==> config.mk <==
export PLATFORM = sky130hd
export DESIGN_NAME = spi_cmd_master
export DESIGN_NICKNAME = d
export VERILOG_FILES = /design/src/rtl/spi_cmd_pkg.sv /design/src/rtl/spi_half_tick.sv /design/src/rtl/spi_shift_eng.sv /design/src/rtl/spi_rx_fifo.sv /design/src/rtl/spi_cmd_master.sv
export SDC_FILE = /design/constraint.sdc
export NUM_CORES = 1
export LEC_CHECK = 0
export BUFFER_PORTS_ARGS = -buffer_cell sky130_fd_sc_hd__clkbuf_2
export CAP_MARGIN = 30
export CORE_MARGIN = 3
export CORE_UTILIZATION = 35
export DETAILED_ROUTE_END_ITERATION = 16
export GPL_ROUTABILITY_DRIVEN = 0
export PLACE_DENSITY = 0.52
export SKIP_CTS_REPAIR_TIMING = 1
export SLEW_MARGIN = 20
export SYNTH_ARGS = -nofsm -noshare
export SYNTH_HDL_FRONTEND = slang
export SYNTH_SLANG_ARGS = --single-unit
==> constraint.sdc <==
create_clock -name clk -period 7.7 [get_ports clk]
set_input_delay 1.54 -clock clk [delete_from_list [all_inputs] [get_ports clk]]
set_output_delay 1.54 -clock clk [all_outputs]
set_load 0.02 [all_outputs]
==> src/rtl/spi_cmd_pkg.sv <==
package spi_cmd_pkg;

  localparam int WORD_W = 32;
  localparam int FS_W   = 12;
  localparam int MIN_FS = 8;

  localparam int B_LSB   = 16;
  localparam int B_SWAP  = 17;
  localparam int B_RXMSK = 18;
  localparam int B_TXMSK = 19;
  localparam int B_HOLD  = 20;
  localparam int B_CONTG = 21;

  typedef enum logic [1:0] {
    ST_IDLE  = 2'd0,
    ST_WORD  = 2'd1,
    ST_SHIFT = 2'd2
  } spi_st_e;

  typedef struct packed {
    logic [FS_W-1:0] fsize;
    logic            lsb;
    logic            swap;
    logic            rx_mask;
    logic            tx_mask;
    logic            hold;
    logic            contg;
  } spi_cfg_t;

  localparam spi_cfg_t CFG_RST = '{fsize: FS_W'(MIN_FS), default: 1'b0};

  function automatic logic [WORD_W-1:0] bswap32(input logic [WORD_W-1:0] w);
    return {w[7:0], w[15:8], w[23:16], w[31:24]};
  endfunction

  function automatic spi_cfg_t cmd_decode(input logic [WORD_W-1:0] w);
    spi_cfg_t c;
    c.fsize   = (w[FS_W-1:0] < FS_W'(MIN_FS)) ? FS_W'(MIN_FS) : w[FS_W-1:0];
    c.lsb     = w[B_LSB];
    c.swap    = w[B_SWAP];
    c.rx_mask = w[B_RXMSK];
    c.tx_mask = w[B_TXMSK];
    c.hold    = w[B_HOLD];
    c.contg   = w[B_CONTG];
    return c;
  endfunction

endpackage

==> src/rtl/spi_half_tick.sv <==
module spi_half_tick #(
  parameter int DIV_W = 8
) (
  input  logic             clk,
  input  logic             rst_n,
  input  logic             en_i,
  input  logic             clr_i,
  input  logic [DIV_W-1:0] div_i,
  output logic             tick_o
);

  logic [DIV_W-1:0] cnt_q, cnt_d;

  assign tick_o = en_i && (cnt_q == div_i);

  always_comb begin
    if (clr_i || !en_i || tick_o) cnt_d = '0;
    else                          cnt_d = cnt_q + 1'b1;
  end

  always_ff @(posedge clk or negedge rst_n) begin
    if (!rst_n) cnt_q <= '0;
    else        cnt_q <= cnt_d;
  end

endmodule

==> src/rtl/spi_shift_eng.sv <==
module spi_shift_eng #(
  parameter int W     = 32,
  parameter int DIV_W = 8,
  localparam int CW   = $clog2(W) + 1
) (
  input  logic             clk,
  input  logic             rst_n,
  input  logic [DIV_W-1:0] div_i,
  input  logic             start_i,
  input  logic [W-1:0]     word_i,
  input  logic [CW-1:0]    nbits_i,
  input  logic             lsb_i,
  input  logic             miso_i,
  output logic             sclk_o,
  output logic             mosi_o,
  output logic             done_o,
  output logic [W-1:0]     rx_o
);

  logic          busy_q, busy_d;
  logic          sclk_q, sclk_d;
  logic          lsb_q, lsb_d;
  logic [CW-1:0] left_q, left_d;
  logic [CW-1:0] nb_q, nb_d;
  logic [W-1:0]  tsh_q, tsh_d;
  logic [W-1:0]  rsh_q, rsh_d;
  logic          tick;

  spi_half_tick #(.DIV_W(DIV_W)) tick_i (
    .clk    (clk),
    .rst_n  (rst_n),
    .en_i   (busy_q),
    .clr_i  (start_i),
    .div_i  (div_i),
    .tick_o (tick)
  );

  always_comb begin
    busy_d = busy_q;
    sclk_d = sclk_q;
    lsb_d  = lsb_q;
    left_d = left_q;
    nb_d   = nb_q;
    tsh_d  = tsh_q;
    rsh_d  = rsh_q;
    if (start_i) begin
      busy_d = 1'b1;
      sclk_d = 1'b0;
      lsb_d  = lsb_i;
      left_d = nbits_i;
      nb_d   = nbits_i;
      tsh_d  = lsb_i ? word_i : (word_i << (CW'(W) - nbits_i));
      rsh_d  = '0;
    end else if (tick) begin
      if (!sclk_q) begin
        sclk_d = 1'b1;
        rsh_d  = lsb_q ? {miso_i, rsh_q[W-1:1]} : {rsh_q[W-2:0], miso_i};
      end else begin
        sclk_d = 1'b0;
        left_d = left_q - CW'(1);
        if (left_q == CW'(1)) busy_d = 1'b0;
        else                  tsh_d  = lsb_q ? (tsh_q >> 1) : (tsh_q << 1);
      end
    end
  end

  always_ff @(posedge clk or negedge rst_n) begin
    if (!rst_n) begin
      busy_q <= 1'b0;
      sclk_q <= 1'b0;
      lsb_q  <= 1'b0;
      left_q <= '0;
      nb_q   <= '0;
      tsh_q  <= '0;
      rsh_q  <= '0;
    end else begin
      busy_q <= busy_d;
      sclk_q <= sclk_d;
      lsb_q  <= lsb_d;
      left_q <= left_d;
      nb_q   <= nb_d;
      tsh_q  <= tsh_d;
      rsh_q  <= rsh_d;
    end
  end

  assign sclk_o = sclk_q;
  assign mosi_o = busy_q && (lsb_q ? tsh_q[0] : tsh_q[W-1]);
  assign done_o = tick && sclk_q && (left_q == CW'(1));
  assign rx_o   = lsb_q ? (rsh_q >> (CW'(W) - nb_q)) : rsh_q;

endmodule

==> src/rtl/spi_rx_fifo.sv <==
module spi_rx_fifo #(
  parameter int W     = 32,
  parameter int DEPTH = 4,
  localparam int AW   = $clog2(DEPTH)
) (
  input  logic         clk,
  input  logic         rst_n,
  input  logic         push_i,
  input  logic [W-1:0] data_i,
  output logic         full_o,
  output logic         valid_o,
  output logic [W-1:0] data_o,
  input  logic         ready_i
);

  logic [W-1:0]  mem_q [DEPTH];
  logic [AW-1:0] wr_q, wr_d, rd_q, rd_d;
  logic [AW:0]   cnt_q, cnt_d;
  logic          do_push, do_pop;

  assign full_o  = (cnt_q == (AW+1)'(DEPTH));
  assign valid_o = (cnt_q != '0);
  assign data_o  = mem_q[rd_q];
  assign do_push = push_i && !full_o;
  assign do_pop  = valid_o && ready_i;

  always_comb begin
    wr_d  = wr_q;
    rd_d  = rd_q;
    if (do_push) wr_d = (wr_q == AW'(DEPTH-1)) ? '0 : wr_q + 1'b1;
    if (do_pop)  rd_d = (rd_q == AW'(DEPTH-1)) ? '0 : rd_q + 1'b1;
    cnt_d = cnt_q + (AW+1)'(do_push) - (AW+1)'(do_pop);
  end

  always_ff @(posedge clk or negedge rst_n) begin
    if (!rst_n) begin
      wr_q  <= '0;
      rd_q  <= '0;
      cnt_q <= '0;
    end else begin
      wr_q  <= wr_d;
      rd_q  <= rd_d;
      cnt_q <= cnt_d;
    end
  end

  always_ff @(posedge clk) begin
    if (do_push) mem_q[wr_q] <= data_i;
  end

endmodule

==> src/rtl/spi_cmd_master.sv <==
module spi_cmd_master
  import spi_cmd_pkg::*;
#(
  parameter int DIV_W    = 8,
  parameter int RX_DEPTH = 4
) (
  input  logic              clk,
  input  logic              rst_n,
  input  logic [DIV_W-1:0]  div_i,
  input  logic              tx_valid_i,
  input  logic              tx_is_cmd_i,
  input  logic [WORD_W-1:0] tx_data_i,
  output logic              tx_ready_o,
  output logic              rx_valid_o,
  output logic [WORD_W-1:0] rx_data_o,
  input  logic              rx_ready_i,
  output logic              sclk_o,
  output logic              mosi_o,
  input  logic              miso_i,
  output logic              cs_n_o
);

  localparam int W  = WORD_W;
  localparam int CW = $clog2(W) + 1;

  spi_st_e         state_q, state_d;
  spi_cfg_t        cfg_q, cfg_d;
  logic            cs_n_q, cs_n_d;
  logic            held_q, held_d;
  logic [FS_W-1:0] left_q, left_d;

  logic [CW-1:0]   chunk_bits;
  logic            last_chunk;
  logic            rx_full, rx_ok, rx_push;
  logic            eng_start, eng_done;
  logic [W-1:0]    eng_word, eng_rx, rx_word;

  assign last_chunk = (left_q <= FS_W'(W));
  assign chunk_bits = last_chunk ? left_q[CW-1:0] : CW'(W);
  assign rx_ok      = cfg_q.rx_mask || !rx_full;
  assign eng_word   = cfg_q.tx_mask ? '0 : (cfg_q.swap ? bswap32(tx_data_i) : tx_data_i);
  assign rx_word    = cfg_q.swap ? bswap32(eng_rx) : eng_rx;

  always_comb begin
    state_d    = state_q;
    cfg_d      = cfg_q;
    cs_n_d     = cs_n_q;
    held_d     = held_q;
    left_d     = left_q;
    tx_ready_o = 1'b0;
    eng_start  = 1'b0;
    rx_push    = 1'b0;
    unique case (state_q)
      ST_IDLE: begin
        tx_ready_o = 1'b1;
        if (tx_valid_i && tx_is_cmd_i) begin
          cfg_d = cmd_decode(tx_data_i);
          if (held_q && !cfg_d.contg) begin
            cs_n_d = 1'b1;
            held_d = 1'b0;
          end else begin
            cs_n_d  = 1'b0;
            held_d  = 1'b0;
            left_d  = cfg_d.fsize;
            state_d = ST_WORD;
          end
        end
      end
      ST_WORD: begin
        tx_ready_o = !cfg_q.tx_mask && rx_ok && !tx_is_cmd_i;
        if (rx_ok && (cfg_q.tx_mask || (tx_valid_i && !tx_is_cmd_i))) begin
          eng_start = 1'b1;
          state_d   = ST_SHIFT;
        end
      end
      ST_SHIFT: begin
        if (eng_done) begin
          rx_push = !cfg_q.rx_mask;
          left_d  = left_q - FS_W'(chunk_bits);
          if (last_chunk) begin
            state_d = ST_IDLE;
            if (cfg_q.hold) held_d = 1'b1;
            else            cs_n_d = 1'b1;
          end else begin
            state_d = ST_WORD;
          end
        end
      end
      default: state_d = ST_IDLE;
    endcase
  end

  always_ff @(posedge clk or negedge rst_n) begin
    if (!rst_n) begin
      state_q <= ST_IDLE;
      cfg_q   <= CFG_RST;
      cs_n_q  <= 1'b1;
      held_q  <= 1'b0;
      left_q  <= '0;
    end else begin
      state_q <= state_d;
      cfg_q   <= cfg_d;
      cs_n_q  <= cs_n_d;
      held_q  <= held_d;
      left_q  <= left_d;
    end
  end

  assign cs_n_o = cs_n_q;

  spi_shift_eng #(.W(W), .DIV_W(DIV_W)) eng_i (
    .clk     (clk),
    .rst_n   (rst_n),
    .div_i   (div_i),
    .start_i (eng_start),
    .word_i  (eng_word),
    .nbits_i (chunk_bits),
    .lsb_i   (cfg_q.lsb),
    .miso_i  (miso_i),
    .sclk_o  (sclk_o),
    .mosi_o  (mosi_o),
    .done_o  (eng_done),
    .rx_o    (eng_rx)
  );

  spi_rx_fifo #(.W(W), .DEPTH(RX_DEPTH)) rxq_i (
    .clk     (clk),
    .rst_n   (rst_n),
    .push_i  (rx_push),
    .data_i  (rx_word),
    .full_o  (rx_full),
    .valid_o (rx_valid_o),
    .data_o  (rx_data_o),
    .ready_i (rx_ready_i)
  );

endmodule

==> impl_metrics.tcl <==
set metrics [dict create \
    finClkSkew_ns 0.01130 \
    post-route-min-period_ns 4.895 \
    io_pins 83 \
    synthTopCellsByArea "edfxtp_1 25%, dfrtp_1 19%, mux2i_1 11%" \
    cts.reportedPaths.clkPinSlew_ns 0.06 \
    ant_nets 0 \
    synthCells 1401 \
    r2r_end "eng_i.tsh_q[15]" \
    hold_start "cs_n_o" \
    syn_to_final_growth_pct 13.47 \
    drc 0 \
    worstSetupPathType "register to register" \
    cp_common_cell "mux2_2" \
    clkSinkCount 243 \
    placed_cell_area_um2 16190 \
    rows 75 \
    wl_mm 43.41 \
    vdd_drop_max_uv 378.0 \
    hold_path.class "register to register" \
    required_ns 8.13 \
    yosysTopAreaCell "edfxtp_1" \
    worst_pin_slew_ns 0.9788 \
    die_area_um2 46030 \
    hold_viol 0 \
    die_x_um 214.5 \
    yosysMostFrequentCell "mux2i_1" \
    relSlewSlack_pct 34.59 \
    cpPeakStageDelay_ns 0.73 \
    layout-drive-gt1-share_pct 21.27 \
    ys_types 76 \
    grt_setup_unrepaired "no" \
    r2r_slack_ns 2.81 \
    insertion_delay_ns 0.57 \
    ys_seq_area_share_pct 44.17 \
    synth_commonest_cells "165 x mux2i_1, 135 x nor2_1, 128 x edfxtp_1" \
    async_flop_share_pct 47.33 \
    worst-path-max-fanout 27 \
    cp-end-kind "register" \
    dp_hpwl_mm 30.31 \
    die_h_um 214.5 \
    fin_nets 1498 \
    io_buffer_count 82 \
    setup_tns_ns 0 \
    holdPathEnd "cs_n_o" \
    core_area_um2 42420 \
    period_share_pct 63.57 \
    root_buffer "clkbuf_16" \
    htreeDepth 1 \
    rr_startpoint "left_q[9]" \
    min_path_cells 2 \
    setup_viol 0 \
    yosys_warnings 0 \
    grt_antenna_before_repair 0 \
    reg2regPathDepth 12 \
    maxCapViolCount 0 \
    slew_viol_final 0 \
    power.leakage_uw 0.006711 \
    start_kind "register" \
    syn_nets 1461 \
    clockBufferDepth 3 \
    crit_chain "or4_1 -> nor2_2 -> buf_4 -> inv_2 -> ha_1 -> or3_4 -> nand2_1 -> mux2_2 -> a2bb2o_4 -> mux2i_1 -> mux2_2 -> o221ai_2" \
    status "complete, no violations" \
    drtPass1Iterations 5 \
    vias 11610 \
    cellPowerDensity_nw_per_um2 358.8 \
    worst_ep_arrival_time_ns 5.33 \
    cp_slowest_cell "nand2_1" \
    wl_per_cell_um 21.29 \
    grt.total_usage_pct 18.35 \
    grt_pass1_vias 11520 \
    grt_pass1_wl_mm 68.06 \
    cts_tree "built" \
    cts_buffers 30 \
    fmax_ghz 0.2043 \
    finalInstanceArea_um2 17270 \
    synth.avg_cell_area_um2 10.86 \
    grt.overflow.total 0 \
    netlist.area_leader.share_pct 25.25 \
    start_util_pct 35.88 \
    ys.flop_type "edfxtp_1" \
    antenna_cells 0 \
    synth_edf_count 128 \
    synth-seq-cells 243 \
    fin_util_pct 40.72 \
    routed_via_density 5.696 \
    syn-cell-area_um2 15220 \
    grt_max_degree 69 \
    dr.first_iter.drc_count 1000 \
]
[how the worst max path moves through the flow]
stage               from  depth (start not counted)  slack (ns)                end
2_1_floorplan   div_i[1]                          5        3.51  rxq_i.mem_q[3][0]
3_3_place_gp   left_q[9]                         12        2.86    eng_i.tsh_q[17]
3_5_place_dp   left_q[8]                         12        2.89    eng_i.tsh_q[15]
4_1_cts        left_q[8]                         12        2.89    eng_i.tsh_q[23]
5_1_grt        left_q[9]                         12        2.61    eng_i.tsh_q[17]
6_report       left_q[9]                         12        2.81    eng_i.tsh_q[15]
[cell families after synthesis]
| group | Yosys count | share of synthesized area [%] |
|---|---|---|
| AND/OR/NAND/NOR | 383 | 11.67 |
| other | 1 | 0.02464 |
| flip-flops | 243 | 44.17 |
| XOR/XNOR | 27 | 1.554 |
| AO/OA/AOI/OAI | 321 | 13.60 |
| adder cells (fa/ha/maj) | 14 | 1.200 |
| buffers and inverters | 125 | 3.288 |
| multiplexers | 287 | 24.49 |
[critical path: cells and delay by family, from the launching register on]
family                     cells  cell delay [ns]
and+or+nand+nor                4             2.01
DFF                            1             0.40
buffers and inverters          2             0.62
muxes                          3             1.05
adders and majority gates      1             0.33
AOI/OAI and AO/OA              2             0.32
[layout by cell type (no fill, tap or decap), types with 8 or more instances in the layout]
| cell | n |
|---|---|
| a21oi_1 | 108 |
| or3_1 | 11 |
| nand2_1 | 100 |
| a211oi_1 | 44 |
| nor2_1 | 134 |
| mux2_2 | 59 |
| o211ai_1 | 8 |
| o221ai_1 | 11 |
| o22ai_1 | 9 |
| xor2_1 | 10 |
| o21ai_0 | 63 |
| ha_1 | 13 |
| dfrtp_1 | 110 |
| mux4_2 | 62 |
| a31oi_1 | 12 |
| clkbuf_2 | 81 |
| nor3_1 | 20 |
| nand2b_1 | 9 |
| xnor2_1 | 15 |
| mux2i_1 | 165 |
| nand3_1 | 33 |
| and3_1 | 8 |
| clkbuf_16 | 30 |
| edfxtp_1 | 128 |
| nor2b_1 | 27 |
| buf_4 | 27 |
| inv_1 | 16 |
[layout make-up]
| type | instances | area, µm² |
|---|---|---|
| clock buffer | 42 | 845.8 |
| clock inverter | 14 | 170.2 |
| fill | 4144 | 25140 |
| inverter | 19 | 71.32 |
| multi-input combinational | 1033 | 8059 |
| sequential | 243 | 6733 |
| tap | 577 | 721.9 |
| timing repair buffer | 111 | 670.6 |
[flip-flops by register name (all words and copies together) (netlist names)]
name and flops:
rxq_i.rd_q 2, cfg_q 5, rxq_i.cnt_q 3, state_q 2
eng_i.tsh_q 32, cs_n_o 1, eng_i.nb_q 6, eng_i.busy_q 1
left_q 12, rxq_i.mem_q 128, eng_i.rsh_q 32, eng_i.sclk_o 1
rxq_i.wr_q 2, eng_i.left_q 6, eng_i.tick_i.cnt_q 8, held_q 1
eng_i.lsb_q 1
[routing by layer]
layer  track usage, %  wire length (µm)  up-vias  part of all wire, %
met5                0                 0        -                    0
met2            29.55             20260      396                   47
met1            26.21             19840     5768                   46
li1                 -                 -     5395                    -
met3            2.962              2522       55                  5.8
met4            3.992               775        0                  1.8
[report_power, final]
group          switching, µW  internal, µW  leakage, µW
combinational           1670          1120      0.00357
sequential               327          1650      0.00264
clock                    555           866     0.000500
total                   2550          3640      0.00671
[through the flow]
stage,instances,worst slack [ns],power [µW],hold WS [ns]
floorplan,1401,3.506,3949,0.4673
global placement,1980,2.861,4761,0.4852
detailed placement,1980,2.886,4768,0.5015
CTS,2036,2.889,6225,0.5090
global route,2039,2.605,6598,0.5342
finish,2039,2.805,6197,0.5058
(Power assumes the default switching activity.)
